==> src/rtl/fr_pkg.sv <==
package fr_pkg;
  typedef enum logic [2:0] {
    ST_START,
    ST_NORMAL,
    ST_TRIP_WAIT,
    ST_TRIP_ARMED,
    ST_FAULT_REG,
    ST_POST
  } seq_state_t;

  localparam logic [1:0] MODE_NORMAL = 2'b00;
  localparam logic [1:0] MODE_BLOCK  = 2'b01;
  localparam logic [1:0] MODE_FREG   = 2'b10;
  localparam logic [1:0] MODE_POST   = 2'b11;

  function automatic logic [1:0] mode_of(seq_state_t s);
    case (s)
      ST_NORMAL:    mode_of = MODE_NORMAL;
      ST_FAULT_REG: mode_of = MODE_FREG;
      ST_POST:      mode_of = MODE_POST;
      default:      mode_of = MODE_BLOCK;
    endcase
  endfunction
endpackage

==> src/rtl/fr_level_cmp.sv <==
module fr_level_cmp #(
  parameter int DW = 12
) (
  input  logic          idc_valid,
  input  logic [DW-1:0] idc_sample,
  input  logic [DW-1:0] vbus_sample,
  input  logic [DW-1:0] varm_avg,
  input  logic [DW-1:0] trip_level,
  input  logic [DW-1:0] safe_level,
  output logic          over_trip,
  output logic          bus_safe,
  output logic          bus_restored
);
  // Trip is strict, so a sample equal to the level does not trip.
  assign over_trip    = idc_valid && (idc_sample > trip_level);
  assign bus_safe     = vbus_sample < safe_level;
  assign bus_restored = vbus_sample >= varm_avg;
endmodule

==> src/rtl/fr_hold_timer.sv <==
module fr_hold_timer #(
  parameter int HW = 16
) (
  input  logic          clk,
  input  logic          rst,
  input  logic          load,
  input  logic          run,
  input  logic          tick,
  input  logic [HW-1:0] hold,
  output logic          expire
);
  logic [HW-1:0] cnt;
  logic [HW-1:0] last;

  // A hold of zero behaves as one period.
  assign last   = (hold == '0) ? '0 : hold - 1'b1;
  assign expire = run && tick && (cnt >= last);

  always_ff @(posedge clk) begin
    if (rst) begin
      cnt <= '0;
    end else if (load) begin
      cnt <= '0;
    end else if (run && tick && (cnt < last)) begin
      cnt <= cnt + 1'b1;
    end
  end
endmodule

==> src/rtl/fr_mode_sequencer.sv <==
module fr_mode_sequencer #(
  parameter int DW = 12,
  parameter int HW = 16
) (
  input  logic          clk,
  input  logic          rst,
  input  logic          period_tick,
  input  logic          idc_valid,
  input  logic [DW-1:0] idc_sample,
  input  logic [DW-1:0] vbus_sample,
  input  logic [DW-1:0] varm_avg,
  input  logic [DW-1:0] trip_level,
  input  logic [DW-1:0] safe_level,
  input  logic [HW-1:0] hold_periods,
  output logic [1:0]    mode,
  output logic          gate_block,
  output logic          fb_select
);
  import fr_pkg::*;

  seq_state_t state, nxt;
  logic over_trip, bus_safe, bus_restored;
  logic hold_load, hold_expire;

  fr_level_cmp #(.DW(DW)) u_cmp (
    .idc_valid    (idc_valid),
    .idc_sample   (idc_sample),
    .vbus_sample  (vbus_sample),
    .varm_avg     (varm_avg),
    .trip_level   (trip_level),
    .safe_level   (safe_level),
    .over_trip    (over_trip),
    .bus_safe     (bus_safe),
    .bus_restored (bus_restored)
  );

  fr_hold_timer #(.HW(HW)) u_hold (
    .clk    (clk),
    .rst    (rst),
    .load   (hold_load),
    .run    (state == ST_FAULT_REG),
    .tick   (period_tick),
    .hold   (hold_periods),
    .expire (hold_expire)
  );

  always_comb begin
    nxt       = state;
    hold_load = 1'b0;
    case (state)
      ST_START:      if (period_tick && bus_restored) nxt = ST_NORMAL;
      ST_NORMAL:     if (over_trip) nxt = ST_TRIP_WAIT;
      ST_TRIP_WAIT:  if (period_tick && bus_safe) nxt = ST_TRIP_ARMED;
      ST_TRIP_ARMED: if (period_tick) begin
                       nxt       = ST_FAULT_REG;
                       hold_load = 1'b1;
                     end
      ST_FAULT_REG:  if (hold_expire) nxt = ST_POST;
      ST_POST:       if (period_tick && bus_restored) nxt = ST_NORMAL;
      default:       nxt = ST_START;
    endcase
  end

  always_ff @(posedge clk) begin
    if (rst) begin
      state      <= ST_START;
      mode       <= MODE_BLOCK;
      gate_block <= 1'b1;
      fb_select  <= 1'b0;
    end else begin
      state      <= nxt;
      mode       <= mode_of(nxt);
      gate_block <= (nxt != ST_NORMAL) && (nxt != ST_FAULT_REG);
      fb_select  <= (nxt == ST_FAULT_REG);
    end
  end

  AST_TRIP_IMMEDIATE: assert property (@(posedge clk) disable iff (rst)
    (mode == MODE_NORMAL && idc_valid && idc_sample > trip_level)
      |=> (mode == MODE_BLOCK && gate_block));

  AST_NO_CHANGE_OFF_TICK: assert property (@(posedge clk) disable iff (rst)
    (!period_tick && !(mode == MODE_NORMAL && idc_valid && idc_sample > trip_level))
      |=> $stable(mode));

  AST_FB_IN_REG: assert property (@(posedge clk) disable iff (rst)
    fb_select |-> (mode == MODE_FREG && !gate_block));

  AST_REG_ENTRY: assert property (@(posedge clk) disable iff (rst)
    $rose(fb_select) |-> ($past(mode) == MODE_BLOCK && $past(period_tick)));

  AST_POST_HOLD: assert property (@(posedge clk) disable iff (rst)
    (mode == MODE_POST && !(period_tick && vbus_sample >= varm_avg))
      |=> (mode == MODE_POST));
endmodule

==> config.mk <==
export PLATFORM = sky130hd
export DESIGN_NAME = fr_mode_sequencer
export DESIGN_NICKNAME = d
export VERILOG_FILES = /design/src/rtl/fr_pkg.sv /design/src/rtl/fr_level_cmp.sv /design/src/rtl/fr_hold_timer.sv /design/src/rtl/fr_mode_sequencer.sv
export SDC_FILE = /design/constraint.sdc
export NUM_CORES = 1
export LEC_CHECK = 0
export CAP_MARGIN = 20
export CORE_MARGIN = 3
export CORE_UTILIZATION = 42
export DETAILED_ROUTE_END_ITERATION = 8
export GPL_TIMING_DRIVEN = 0
export PLACE_DENSITY = 0.74
export REMOVE_ABC_BUFFERS = 1
export SLEW_MARGIN = 20
export SYNTH_ARGS = -nofsm -noshare
export SYNTH_HDL_FRONTEND = slang
export SYNTH_SLANG_ARGS = --single-unit
==> constraint.sdc <==
create_clock -name clk -period 7.2 [get_ports clk]
set_input_delay 0.72 -clock clk [delete_from_list [all_inputs] [get_ports clk]]
set_output_delay 0.72 -clock clk [all_outputs]
set_load 0.01 [all_outputs]
## Yosys cells after proc, flatten, opt, wreduce, memory -nomap -nowiden

Index checks and enable logic that the tools add are counted.

| operators by class | value |
|---|---|
| equality and inequality tests | 10 |
| magnitude comparators | 5 |
| reductions and logical operators | 11 |
| add/sub/neg operators | 2 |
| multiplexer cells | 10 |

Operators by type and width:

| cell | number |
|---|---|
| $add 16x1->16 const B | 1 |
| $ge 16x16->1 | 1 |
| $logic_not 16->1 | 1 |
| $lt 16x16->1 | 1 |
| $mux 16 | 1 |
| $sub 16x1->16 const B | 1 |
| $mux 3 | 5 |
| $pmux 3 s5 | 1 |
| $eq 3x3->1 const B | 4 |
| $ge 12x12->1 | 1 |
| $gt 12x12->1 | 1 |
| $lt 12x12->1 | 1 |
| $logic_and 1x1->1 | 7 |
| $eq 3x1->1 const B | 2 |
| $eq 3x2->1 const B | 2 |
| $pmux 2 s3 | 1 |
| $reduce_or 2->1 | 2 |
| $logic_not 3->1 | 1 |
| $ne 3x1->1 const B | 1 |
| $ne 3x3->1 const B | 1 |
| $mux 1 | 2 |

| storage, ports and cells | value |
|---|---|
| word-level logic and storage cells | 43 |
| input bits | 80 |
| output and inout bits | 4 |
| bits in registers | 23 |

## Depth between registers and ports, before layout

| depth | value |
|---|---|
| word-level depth | 8 |
| mapped depth | 16 |
| depth with buffers taken out | 15 |

## By module

Synthesis repeated with hierarchy kept, for this count alone.

| second synthesis, totals | value |
|---|---|
| cell total of the unflattened synthesis | 344 |
| area, all modules | 2671.3 µm² |

By module, submodules not included:

| module | area an instance (µm²) | cells an instance | times used | seq. area each (µm²) |
|---|---|---|---|---|
| fr_hold_timer | 1466.4 | 194 | 1 | 320.3 |
| fr_level_cmp | 873.3 | 118 | 1 | 0.0 |
| fr_mode_sequencer | 331.6 | 32 | 1 | 140.1 |

## Worst setup path before layout

Ideal clock, no wire load.

| path | value |
|---|---|
| path type | input to register |
| from | input port hold_periods[5] |
| to | register u_hold.cnt[8] |
| slack | 3.316 ns |
| data required time | 7.130 ns |
| library setup time | 0.070 ns |
| stages on the path | 14 |
| buffers on the path | 2 |
| arrival | 3.815 ns |
| cell sequence | or4_1 > nor4_1 > nand4b_1 > clkbuf_1 > nand2_1 > ha_1 > a21oi_1 > nor2_1 > a211oi_1 > and3_1 > nand4_2 > buf_6 > or4_1 > a21oi_1 |

| on the way | value |
|---|---|
| word-level cells in the longest chain between the ends | 4 |
| elaborated cells on any way between the ends | 5 |
| classes of those cells | add/sub (1); order compare (1); mux (1); reduce/logical (2) |

Ends and longest elaborated chain:

| what | line | source |
|---|---|---|
| start, declared | fr_mode_sequencer.sv:14 | `input logic [HW-1:0] hold_periods,` |
| $sub 16x1->16 or $logic_not 16->1 (tied branches) | fr_hold_timer.sv:16 | `assign last = (hold == '0) ? '0 : hold - 1'b1;` |
| $mux 16 * | fr_hold_timer.sv:16 |  |
| $lt 16x16->1 * | fr_hold_timer.sv:24 | `end else if (run && tick && (cnt < last)) begin` |
| $logic_and 1x1->1 * | fr_hold_timer.sv:24 |  |
| end signal, assigned | fr_hold_timer.sv:25 | `cnt <= cnt + 1'b1;` |
| end, declared | fr_hold_timer.sv:12 | `logic [HW-1:0] cnt;` |

Every way passes the cells marked *; elsewhere a longest branch is shown, timed or not.
A chain may end at the register's enable or synchronous reset.

## Worst setup path in the final report

| path | value |
|---|---|
| from | input port hold_periods[5] |
| to | register u_hold.cnt[12] |

The elaborated chain is that of the path after synthesis.

==> flow_summary.ini <==
[grt]
antenna_found_initial = 0
grt_util_all_layers_pct = 17.1
grt_max_degree = 17
grt-ovfl-total = 0
grt_pass1_wl_mm = 10.6
grt_pass1_vias = 2493

[synth]
syn_area_um2 = 2640
yosys_warnings = 0
ys_types = 43
ys.flop_type = dfxtp_1
synth_cells = 348
synth-edff-count = 0
synth-async-reset-ratio_pct = 0
ys_ff_latch = 23
yosysSeqAreaShare_pct = 17.4
avgSynthCellArea_um2 = 7.60

[pwr]
irDropWorstVdd_uv = 64.4
finalPower_uw = 334
power.leakage_uw = 0.00159
p_per_area_nw_per_um2 = 92.9

[worst_setup_path]
cp-end-kind = flip-flop
critical_path_arrival_ps = 4980
critPathMaxFanout = 16
critPathLaunchType = primary input
worstSetupPathType = in2reg
crit_path_start = hold_periods[5]
reg2reg_slack_ps = 4660
worstPathRequired_ps = 7400
reg2reg_from = u_hold.cnt[13]

[detailed_routing]
ant_nets = 0
via_per_inst = 5.21
dr.pass1.iters = 4
drt_iter0_markers = 54
wire_per_inst_um = 12.3
drc = 0
vias = 2638
drt-total-wl_mm = 6.22

[cts]
clock_latency_ps = 260
cts.clk_slew.worst_paths_ps = 80
cts.sinks = 23
cts_root_buf = clkbuf_8
cts_tree = done
ctsResizeCount = 0
cts_buffers = 3
cts_hold_buf = 0
htree_levels = 1
post_cts_buffers = 0
clockBufferDepth = 2

[hold_path]
min-delay-start = u_hold.cnt[14]
worstHoldPathType = reg2reg

[layout]
layout_commonest_cell = clkdlybuf4s50_1
nNetsFinal = 566
drive_above_1_share_pct = 2.55
antennaDiodeCount = 0
final_cell_mix = clkdlybuf4s50_1 (83), ha_1 (54), inv_1 (43), nand2_1 (38), a21oi_1 (25)
area_growth_syn_to_layout_pct = 35.9
final_core_util_pct = 59.6

[timing]
setup_viol = 0
skew_ps = 1.43
slew_violations = 0
max_freq_mhz = 209
period_share_pct = 66.4
hold_violations = 0
relSlewSlack_pct = 60.6
worst_pin_slew_ps = 577
rsz0062_at_grt = false
post-route-min-period_ps = 4780
fin_setup_tns_ps = 0

[floorplan]
dieArea_um2 = 7280
start_util_pct = 43.9
io_pins = 84
fp.coreArea_um2 = 6030
die_h_um = 85.3
rows = 28
die_x_um = 85.3

[placed_design]
numPortBuffers = 83
gp_congestion = 0.817
dp_hpwl_mm = 5.45

[run_status]
outcome = complete, no violations

[run]
maxCapViolations = 0
where the power goes:
part / switching (µW) / total, µW / internal (µW) / leakage [µW]
Clock: 41.4 / 79.9 / 38.6 / 0.0000255
Sequential: 1.81 / 132 / 130 / 0.000186
Combinational: 49.4 / 122 / 72.8 / 0.00138
Total: 92.6 / 334 / 241 / 0.00159
path summary, 6_finish.rpt:
path	cells past startpoint	end
max	13	u_hold.cnt[12]
min reg2reg	2	u_hold.cnt[14]
max reg2reg	8	u_hold.cnt[12]
min	2	u_hold.cnt[14]
layout make-up:
class / count / area, µm²
flip-flops and latches: 23 / 460
clock inverters: 1 / 5.00
repair buffers: 83 / 831
multi-input cells: 278 / 2000
fillers: 558 / 2430
clock buffers: 3 / 41.3
well taps: 75 / 93.8
inverters: 43 / 161
flip-flops by register name, indices dropped and copies added, names as in the netlist:
register and count:
u_hold.cnt 16, fb_select 1, mode 2, state 3, gate_block 1
worst max-delay path, stage by stage:
cell and delay, ps:
clkdlybuf4s50_1 460, or4_1 560, nor4_1 370, nand4b_1 540, nand2b_1 260, ha_1 270
nor2b_1 140, o21a_1 160, o21a_1 170, o21ai_2 240, nand4_2 340, or4_1 590
a21oi_1 150
cells by family after synthesis:
logic type | Yosys count | share of synthesized area [%]
muxes | 4 | 1.51
buffers and inverters | 47 | 6.96
adders and majority gates | 54 | 25.6
DFF | 23 | 17.4
and+or+nand+nor | 134 | 25.9
xor gates and xnor gates | 17 | 5.63
AOI/OAI and AO/OA | 69 | 17.0
synthesized netlist by cell type (2+ instances only):
cell,instances,area (µm²)
or2_2,2,12.5
mux2i_1,4,40.0
a2111oi_0,3,26.3
o21a_1,6,45.0
clkbuf_1,3,11.3
nor4_1,7,43.8
nor2b_1,6,37.5
a21o_1,2,15.0
or4_1,6,45.0
or3_2,2,15.0
o31ai_1,5,37.5
xnor2_1,10,87.6
a21oi_1,25,125
inv_1,43,161
nand3_1,10,50.1
dfxtp_1,23,460
o21ai_0,10,50.1
and3_1,3,18.8
a211oi_1,5,37.5
ha_1,54,676
o31a_1,4,35.0
xor2_1,7,61.3
nand2b_1,8,50.1
o211ai_1,3,22.5
nand4_1,9,56.3
nor3_1,11,55.1
nor2_1,24,90.1
nand2_1,38,143
metrics by stage:
step / instance area (µm²) / instances / hold slack [ps] / setup WS [ps]
floorplan: 2620 / 344 / 469 / 3180
global placement: 3550 / 502 / 491 / 2260
detailed placement: 3550 / 502 / 504 / 2090
CTS: 3590 / 506 / 518 / 2370
global route: 3590 / 506 / 540 / 2150
finish: 3590 / 506 / 526 / 2420
layer usage:
| metal | up-vias | part of all wire [%] | GRT usage, % | wire (µm) |
|---|---|---|---|---|
| met2 | 70 | 45 | 31.4 | 2820 |
| met1 | 1156 | 49 | 22.0 | 3040 |
| met4 | 0 | 0.31 | 1.73 | 19 |
| met3 | 2 | 5.5 | 1.94 | 341 |
| met5 | - | 0 | 0 | 0 |
| li1 | 1410 | - | - | - |
(Power assumes the default switching activity.)
